**config.mk**
```make
export PLATFORM = sky130hd
export DESIGN_NAME = dr_pingpong_buf
export DESIGN_NICKNAME = d
export VERILOG_FILES = /design/src/rtl/dr_pingpong_pkg.sv /design/src/rtl/dr_pp_bank_store.sv /design/src/rtl/dr_pp_wr_seq.sv /design/src/rtl/dr_pp_rd_seq.sv /design/src/rtl/dr_pingpong_buf.sv
export SDC_FILE = /design/constraint.sdc
export NUM_CORES = 2
export LEC_CHECK = 0
export BUFFER_PORTS_ARGS = -buffer_cell sky130_fd_sc_hd__buf_2
export CORE_ASPECT_RATIO = 2
export CORE_UTILIZATION = 30
export DETAILED_ROUTE_END_ITERATION = 8
export PLACE_DENSITY_LB_ADDON = 0.25
export SYNTH_ARGS = -nofsm -noshare
export SYNTH_HDL_FRONTEND = slang
export SYNTH_SLANG_ARGS = --single-unit
```
**constraint.sdc**
```tcl
create_clock -name clk -period 9 [get_ports clk]
set_input_delay 0.9 -clock clk [delete_from_list [all_inputs] [get_ports clk]]
set_output_delay 0.9 -clock clk [all_outputs]
set_load 0.005 [all_outputs]
```
**src/rtl/dr_pingpong_pkg.sv**
```systemverilog
package dr_pingpong_pkg;
  typedef enum logic {BANK_A = 1'b0, BANK_B = 1'b1} bank_e;

  function automatic bank_e other_bank(input bank_e b);
    return (b == BANK_A) ? BANK_B : BANK_A;
  endfunction
endpackage

```
**src/rtl/dr_pp_bank_store.sv**
```systemverilog
module dr_pp_bank_store
  import dr_pingpong_pkg::*;
#(
  parameter int WORD_W = 32,
  parameter int ADDR_W = 6
) (
  input  logic              clk,
  input  logic              we,
  input  bank_e             wr_bank,
  input  logic [ADDR_W-1:0] wr_addr,
  input  logic [WORD_W-1:0] wr_data,
  input  bank_e             rd_bank,
  input  logic [ADDR_W-1:0] rd_addr,
  output logic [WORD_W-1:0] rd_data
);
  localparam int DEPTH = 1 << ADDR_W;

  logic [WORD_W-1:0] rd_word [2];

  for (genvar b = 0; b < 2; b++) begin : g_bank
    logic [WORD_W-1:0] ram [DEPTH];
    always_ff @(posedge clk) begin
      if (we && (wr_bank == bank_e'(b))) ram[wr_addr] <= wr_data;
    end
    assign rd_word[b] = ram[rd_addr];
  end

  assign rd_data = rd_word[rd_bank];
endmodule

```
**src/rtl/dr_pp_wr_seq.sv**
```systemverilog
module dr_pp_wr_seq
  import dr_pingpong_pkg::*;
#(
  parameter int ADDR_W = 6
) (
  input  logic              clk,
  input  logic              rst_n,
  input  logic              in_valid,
  input  logic              in_sof,
  input  logic              rd_free,
  output logic              we,
  output logic [ADDR_W-1:0] wr_addr,
  output bank_e             wr_bank,
  output logic              commit,
  output logic              ovf
);
  logic              active;
  logic [ADDR_W-1:0] cnt;
  logic              last;

  always_comb begin
    we      = in_valid && (in_sof || active);
    wr_addr = in_sof ? '0 : cnt;
    last    = we && !in_sof && (cnt == '1);
    commit  = last && rd_free;
  end

  always_ff @(posedge clk or negedge rst_n) begin
    if (!rst_n) begin
      active  <= 1'b0;
      cnt     <= '0;
      wr_bank <= BANK_A;
      ovf     <= 1'b0;
    end else begin
      ovf <= last && !rd_free;
      if (in_valid) begin
        if (in_sof) begin
          active <= 1'b1;
          cnt    <= ADDR_W'(1);
        end else if (active) begin
          cnt <= cnt + 1'b1;
          if (last) active <= 1'b0;
        end
      end
      if (commit) wr_bank <= other_bank(wr_bank);
    end
  end

  // a dropped frame is reported by a single-cycle pulse
  a_r7_ovf_single_pulse: assert property (@(posedge clk) disable iff (!rst_n)
    ovf |=> !ovf);
endmodule

```
**src/rtl/dr_pp_rd_seq.sv**
```systemverilog
module dr_pp_rd_seq
  import dr_pingpong_pkg::*;
#(
  parameter int WORD_W = 32,
  parameter int DIG_W  = 3
) (
  input  logic                clk,
  input  logic                rst_n,
  input  logic                commit,
  input  bank_e               commit_bank,
  input  logic                out_ready,
  input  logic [WORD_W-1:0]   rd_data,
  output logic [2*DIG_W-1:0]  rd_addr,
  output bank_e               rd_bank,
  output logic                rd_free,
  output logic                out_valid,
  output logic                out_sof,
  output logic [WORD_W-1:0]   out_data
);
  localparam int ADDR_W = 2 * DIG_W;

  logic              busy;
  logic [ADDR_W-1:0] cnt;
  logic              load;

  always_comb begin
    load    = busy && (!out_valid || out_ready);
    rd_addr = {cnt[DIG_W-1:0], cnt[ADDR_W-1:DIG_W]};
    rd_free = !busy || (load && (cnt == '1));
  end

  always_ff @(posedge clk or negedge rst_n) begin
    if (!rst_n) begin
      busy      <= 1'b0;
      cnt       <= '0;
      rd_bank   <= BANK_A;
      out_valid <= 1'b0;
      out_sof   <= 1'b0;
      out_data  <= '0;
    end else begin
      if (load) begin
        out_valid <= 1'b1;
        out_sof   <= (cnt == '0);
        out_data  <= rd_data;
        cnt       <= cnt + 1'b1;
        if (cnt == '1) busy <= 1'b0;
      end else if (out_ready) begin
        out_valid <= 1'b0;
        out_sof   <= 1'b0;
      end
      if (commit) begin
        busy    <= 1'b1;
        cnt     <= '0;
        rd_bank <= commit_bank;
      end
    end
  end

  // stalled output holds
  a_r5_hold_on_stall: assert property (@(posedge clk) disable iff (!rst_n)
    (out_valid && !out_ready) |=> (out_valid && $stable(out_data) && $stable(out_sof)));
  // frame marker only with valid data
  a_r4_sof_needs_valid: assert property (@(posedge clk) disable iff (!rst_n)
    out_sof |-> out_valid);
  // a fresh burst always starts at position 0
  a_r4_rise_is_sof: assert property (@(posedge clk) disable iff (!rst_n)
    $rose(out_valid) |-> out_sof);
endmodule

```
**src/rtl/dr_pingpong_buf.sv**
```systemverilog
module dr_pingpong_buf
  import dr_pingpong_pkg::*;
#(
  parameter int DATA_W = 16,
  parameter int DIG_W  = 3
) (
  input  logic              clk,
  input  logic              rst_n,
  input  logic              in_valid,
  input  logic              in_sof,
  input  logic [DATA_W-1:0] in_re,
  input  logic [DATA_W-1:0] in_im,
  input  logic              out_ready,
  output logic              out_valid,
  output logic              out_sof,
  output logic [DATA_W-1:0] out_re,
  output logic [DATA_W-1:0] out_im,
  output logic              ovf
);
  localparam int ADDR_W = 2 * DIG_W;
  localparam int WORD_W = 2 * DATA_W;

  logic              we, commit, rd_free;
  logic [ADDR_W-1:0] wr_addr, rd_addr;
  bank_e             wr_bank, rd_bank;
  logic [WORD_W-1:0] rd_data, out_data;

  dr_pp_wr_seq #(.ADDR_W(ADDR_W)) u_wr (
    .clk(clk), .rst_n(rst_n), .in_valid(in_valid), .in_sof(in_sof),
    .rd_free(rd_free), .we(we), .wr_addr(wr_addr), .wr_bank(wr_bank),
    .commit(commit), .ovf(ovf)
  );

  dr_pp_bank_store #(.WORD_W(WORD_W), .ADDR_W(ADDR_W)) u_store (
    .clk(clk), .we(we), .wr_bank(wr_bank), .wr_addr(wr_addr),
    .wr_data({in_re, in_im}), .rd_bank(rd_bank), .rd_addr(rd_addr),
    .rd_data(rd_data)
  );

  dr_pp_rd_seq #(.WORD_W(WORD_W), .DIG_W(DIG_W)) u_rd (
    .clk(clk), .rst_n(rst_n), .commit(commit), .commit_bank(wr_bank),
    .out_ready(out_ready), .rd_data(rd_data), .rd_addr(rd_addr),
    .rd_bank(rd_bank), .rd_free(rd_free), .out_valid(out_valid),
    .out_sof(out_sof), .out_data(out_data)
  );

  assign out_re = out_data[WORD_W-1:DATA_W];
  assign out_im = out_data[DATA_W-1:0];

  // the writer never stores into the bank still being drained
  a_r7_no_write_into_read_bank: assert property (@(posedge clk) disable iff (!rst_n)
    !rd_free |-> !(we && (wr_bank == rd_bank)));
  // a bank swap and a dropped frame never coincide
  a_r7_commit_excludes_drop: assert property (@(posedge clk) disable iff (!rst_n)
    commit |=> !ovf);
endmodule

```
# After elaboration in Yosys (flattened, before gate mapping)
# Memories as Yosys holds them, arrays and structs flattened.
# Index checks and enable logic that the tools add are counted.
# totals
latch_bits	0
mem_count	2
wordCells	64
mem_bits_ro	0
output_inout_bits	35
ram_bits	4096
reg_bits	51
# op_classes
div_mod_pow	0
n_mux	22
n_eq_ne	2
magnitude_cmp	1
mul	0
n_bitwise	2
shifts	0
addsub	2
n_reduce_logical	23
# mem_list
memory	depth	width	read_ports	rd_ports_with_merged_regs	write_ports	line_no	rtl
u_store.g_bank[0].ram	64	32	1	0	1	dr_pp_bank_store.sv:21	logic [WORD_W-1:0] ram [DEPTH];
u_store.g_bank[1].ram	64	32	1	0	1	dr_pp_bank_store.sv:21	
# op_table
op	n
32-bit 2-to-1 mux	3
6-bit 2-to-1 mux	5
1-bit 2-to-1 mux	14
6-bit by 1-bit adder with 6-bit output (second input constant)	2
6-bit equality test (second input constant)	2
1-bit logical AND	9
2-bit nonzero test	4
6-bit logical NOT	1
1-bit logical NOT	4
2-bit AND reduction	2
1-bit logical OR	3
2-bit greater-or-equal comparator (second input constant)	1
1-bit inverter with 2-bit output	1
1-bit inverter	1

# Longest topological paths before layout
# depth
word_depth	8
depth_mapped	11
ltp_nobuf	6

# Modules after synthesis
# A second synthesis with hierarchy kept.
# hier_totals
hier_cells	6137
hier_area_um2	157901.4
# by_module_without_submodules
mod	seq_area_each_um2	area_each_um2	instances	cells_per_inst
dr_pp_bank_store	122998.0	155689.3	1	5965
dr_pp_rd_seq	1051.0	1710.4	1	122
dr_pp_wr_seq	225.2	501.7	1	50

# Worst setup path after synthesis
# OpenSTA, ideal clock, no wires.
# synth_path
path_kind	input to register
start	in in_sof
end	mem u_store.g_bank[1].ram[24][0] (enable)
arrival_time_ps	2978
n_path_buf	0
required_time_ps	8579
setup_time_ps	421
stages	4
slack_ps	5601
cell_sequence	nor3b_1 and3_1 nand3_1 nor2_1
# synth_between
elab_chain_cells	5
elab_cells_between_ends	6
classes_between	mux (3); reduce/logical (3)
# synth_lines
element	line_no	rtl
start, declared	dr_pingpong_buf.sv:10	input logic in_sof,
1-bit logical OR	dr_pp_wr_seq.sv:22	we = in_valid && (in_sof || active);
1-bit logical AND	dr_pp_wr_seq.sv:22	
1-bit logical AND	dr_pp_bank_store.sv:23	if (we && (wr_bank == bank_e'(b))) ram[wr_addr] <= wr_data;
1-bit 2-to-1 mux	dr_pp_bank_store.sv:23	
1-bit 2-to-1 mux (implied by the code)	dr_pp_bank_store.sv:23	
end, declared	dr_pp_bank_store.sv:21	
# Parallel ways exist; a longest one is shown, timed or not.

# Worst setup path after layout
# layout_path
start	reg u_rd.cnt[4]
end	reg u_rd.out_data[20]
# layout_between
elab_chain_cells	4
elab_cells_between_ends	5
classes_between	mux (3); memory (2)
# layout_lines
element	line_no	rtl
start, declared	dr_pp_rd_seq.sv:23	logic [ADDR_W-1:0] cnt;
start signal, assigned	dr_pp_rd_seq.sv:45	cnt <= cnt + 1'b1;
memory read 64 x 32 bit	n/a	
32-bit 2-to-1 mux (implied by the code) * (3 in series)	dr_pp_bank_store.sv:28	assign rd_data = rd_word[rd_bank];
end signal, assigned	dr_pp_rd_seq.sv:44	out_data <= rd_data;
end, declared	dr_pp_rd_seq.sv:18	output logic [WORD_W-1:0] out_data
# Mark *: on every way between the ends. The rest lies on a longest branch, timed or not. The select of a mux whose other input is x is not followed.
# A chain may end at the register's enable or synchronous reset.

==> reports/qor.yml <==
status:
  status: "complete, but fails checks"
  failed_checks: "design-rule violations, max-capacitance violations, max-slew violations"
min_path:
  min_path_cells: 1
  hold_path.class: "in2reg"
  min_to: "u_store.g_bank[1].ram[36][15]$_DFFE_PP_"
  worstHoldStart: "in_im[15]"
sta:
  fin_tns_setup_ns: 0
  period_needed_ns: 5.04
  period_share: 0.560
  rsz0062_at_grt: "false"
  slew_headroom: -0.00652
  worst_slew_pin_slew_ns: 1.50
  maxSlewViolCount: 1
  setup_violations: 0
  fmax_ghz: 0.198
  fin_skew_ns: 0.0530
  finalHoldViolCount: 0
logic_synthesis:
  yosysSeqAreaShare: 0.777
  avgSynthCellArea_um2: 21.4
  yosysWarnings: 0
  synth-seq-cells: 4147
  syn_area_um2: 160000
  ys_types: 53
  synthFlopType: "edfxtp_1"
  synth_edf_count: 4096
  synth_cells: 7478
  syn_nets: 7518
  async_reset_ff_frac: 0.0123
critical_path:
  worstPathCellList: "buf_12, buf_12, mux4_2, mux2i_1, a22oi_1, nand3_1, a221oi_2"
  rr_endpoint: "u_rd.out_data[20]$_DFFE_PN0P_"
  arrival_ns: 5.86
  slowest_stage: "nand3_1"
  cp_common_cell: "buf_12"
  path_class: "reg2reg"
  critPathLaunchType: "register"
  reg2reg_from: "u_rd.cnt[4]$_DFFE_PN0P_"
  path_buf_inv: 2
  critPathMaxFanout: 83
  cp-startpoint: "u_rd.cnt[4]$_DFFE_PN0P_"
  r2r_slack_ns: 3.96
  endpoint_kind: "register"
  worstRegToRegCells: 7
  path_depth: 7
  critPathTopFamily: "simple AND/OR/NAND/NOR gates"
  cp_slowest_stage_delay_ns: 1.17
  cp.required_ns: 9.82
cts:
  cts_tree: "yes"
  cts_root_buf: "clkbuf_16"
  cts_max_path_buffers: 4
  htree_levels: 5
  cts.sinks: 4147
  insertion_delay_ns: 0.94
  clk_pin_slew_ns: 0.07
  cts_buffers: 337
place:
  dp.cells: 14446
  io_buffers: 71
  gp_congestion: 0.818
  hpwlAfterDp_um: 297000
grt:
  globalRouteOverflowTotal: 0
  grt_pass1_vias: 80744
  grt_use_total: 0.183
  grt_start_max_net_pins: 128
  grt_pass1_wl_um: 682000
  antenna_found_initial: 26
floorplanning:
  std_cell_rows: 378
  initial_core_util: 0.302
  io_pins: 72
  die_h_um: 1030
  dieWidth_um: 518
  dieArea_um2: 536000
  core_um2: 530000
power:
  vdd_drop_max_v: 0.000155
  leakagePower_nw: 52.9
  power.density_nw_per_um2: 203
cells_and_area:
  final_cells: 15072
  synthToLayoutAreaGrowth_pct: 13.2
  nets: 7796
  drive_gt1_frac: 0.261
route:
  vias: 77180
  wl_per_cell_um: 33.4
  drt-initial-drc-count: 6948
  totalWireLength_um: 503000
  drcViolationCount: 30
  ant_nets: 0
  dr.pass1.iters: 7
  viasPerCell: 5.12
flow_run:
  drv_cap: 2
==> synthesized netlist by cell type (all sizes together), types with 11 or more instances <==
cell type | number | area (um2)
edfxtp | 4096 | 123000
mux4 | 672 | 15100
mux2i | 640 | 6410
mux2 | 322 | 3630
buf | 279 | 1860
nor2 | 217 | 815
a22oi | 192 | 1440
o22ai | 163 | 1020
clkbuf | 162 | 638
a21oi | 100 | 500
a22o | 66 | 578
a221oi | 64 | 761
nand2 | 59 | 221
dfrtp | 51 | 1280
nand3 | 42 | 210
and3 | 37 | 231
o21ai | 36 | 180
nor3 | 34 | 170
a31oi | 32 | 200
nor4 | 32 | 200
o221a | 32 | 360
o2bb2ai | 32 | 280
o31ai | 32 | 240
or3 | 32 | 200
nor2b | 11 | 68.8
==> state kept, by name (all words and copies together), names as in the netlist <==
register            flops
u_wr.ovf                1
u_wr.active             1
u_rd.busy               1
u_rd.cnt                6
u_wr.wr_bank            1
u_store.g_bank.ram   4096
u_rd.out_sof            1
u_wr.cnt                6
u_rd.out_data          32
u_rd.rd_bank            1
u_rd.out_valid          1
==> kinds of logic after synthesis <==
kind of cell               Yosys count  synth area share
DFF                               4147             0.777
and+or+nand+nor                    487            0.0142
buffers and inverters              447            0.0158
adders and majority gates            3          0.000235
xor gates and xnor gates             6          0.000329
AOI/OAI and AO/OA                  754            0.0350
muxes                             1634             0.157
==> layer usage <==
layer,up-vias,track usage,part of all wire
li1,31794,-,-
met5,-,0,0.00011
met2,2097,0.352,0.55
met3,571,0.0200,0.041
met1,42710,0.200,0.36
met4,8,0.0836,0.049
==> cells in the final DEF (no fill, tap or decap), drive strengths merged, types with 4 or more instances in the layout <==
cell type  synthesis  final
a22o              66     66
clkinv             1    140
nor2b             11     11
a21oi            100    100
o2bb2ai           32     32
mux2             322    322
clkinvlp           0     20
edfxtp          4096   4096
a221oi            64     64
buf              279    379
nor4              32     32
o21ai             36     36
o221a             32     32
mux4             672    672
nor2             217    217
and3              37     37
nand2             59     59
and2               5      5
o22ai            163    163
bufinv             0     27
o31ai             32     32
clkbuf           162    404
or3               32     32
a22oi            192    192
nand2b             5      5
xnor2              4      4
diode              0     26
nor3              34     34
inv                5     14
mux2i            640    640
a31oi             32     32
nand3             42     42
dfrtp             51     51
==> per-stage QoR <==
step / power, mW / hold slack [ns] / util / setup WS (ns) / instance area [um2]
floorplan: 21.8 / 0.486 / - / 5.60 / 160000
global placement: 22.4 / 0.500 / 0.321 / 3.54 / 170000
detailed placement: 22.4 / 0.510 / 0.321 / 3.96 / 170000
CTS: 37.1 / 0.151 / 0.341 / 3.94 / 181000
global route: 37.7 / 0.214 / 0.342 / 4.00 / 181000
finish: 36.8 / 0.213 / 0.342 / 3.96 / 181000
==> report_power, final <==
part	switching (mW)	internal, mW
Clock	6.97	7.87
Sequential	0.0261	21.3
Combinational	0.571	0.0844
==> what timing repair did <==
| item | 4_1_cts | 5_1_grt |
|---|---|---|
| hold buffers | 1 | 0 |
| endpoints found under the hold margin | 1 | 0 |
| setup buffers | 0 | 0 |
| resized for setup | 0 | 0 |
| endpoints found under the setup margin | 0 | 0 |
==> worst max-delay path by stage <==
stage	to	slack, ns
after floorplan	u_store.g_bank[1].ram[24][0]$_DFFE_PP_	5.60
after detailed placement	u_rd.out_data[20]$_DFFE_PN0P_	3.96
after global placement	u_rd.out_data[9]$_DFFE_PN0P_	3.54
after CTS	u_rd.out_data[20]$_DFFE_PN0P_	3.94
after global routing	u_rd.out_data[20]$_DFFE_PN0P_	4.00
final	u_rd.out_data[20]$_DFFE_PN0P_	3.96
==> final cells by class <==
type | count | area, um2
Fill cell | 49215 | 349000
Sequential cell | 4147 | 124000
Multi-Input combinational cell | 2884 | 34300
Clock buffer | 404 | 8920
Tap cell | 7030 | 8800
Timing Repair Buffer | 380 | 2980
Clock inverter | 195 | 1730
Antenna cell | 26 | 65.1
Inverter | 6 | 22.5
==> worst reg2reg max path, cell delays in order (launching register included) <==
cell and delay, ns:
dfrtp_4 0.87, buf_12 0.59, buf_12 0.74, mux4_2 0.43, mux2i_1 0.09, a22oi_1 0.41, nand3_1 1.17, a221oi_2 0.61
(Power assumes the default switching activity.)
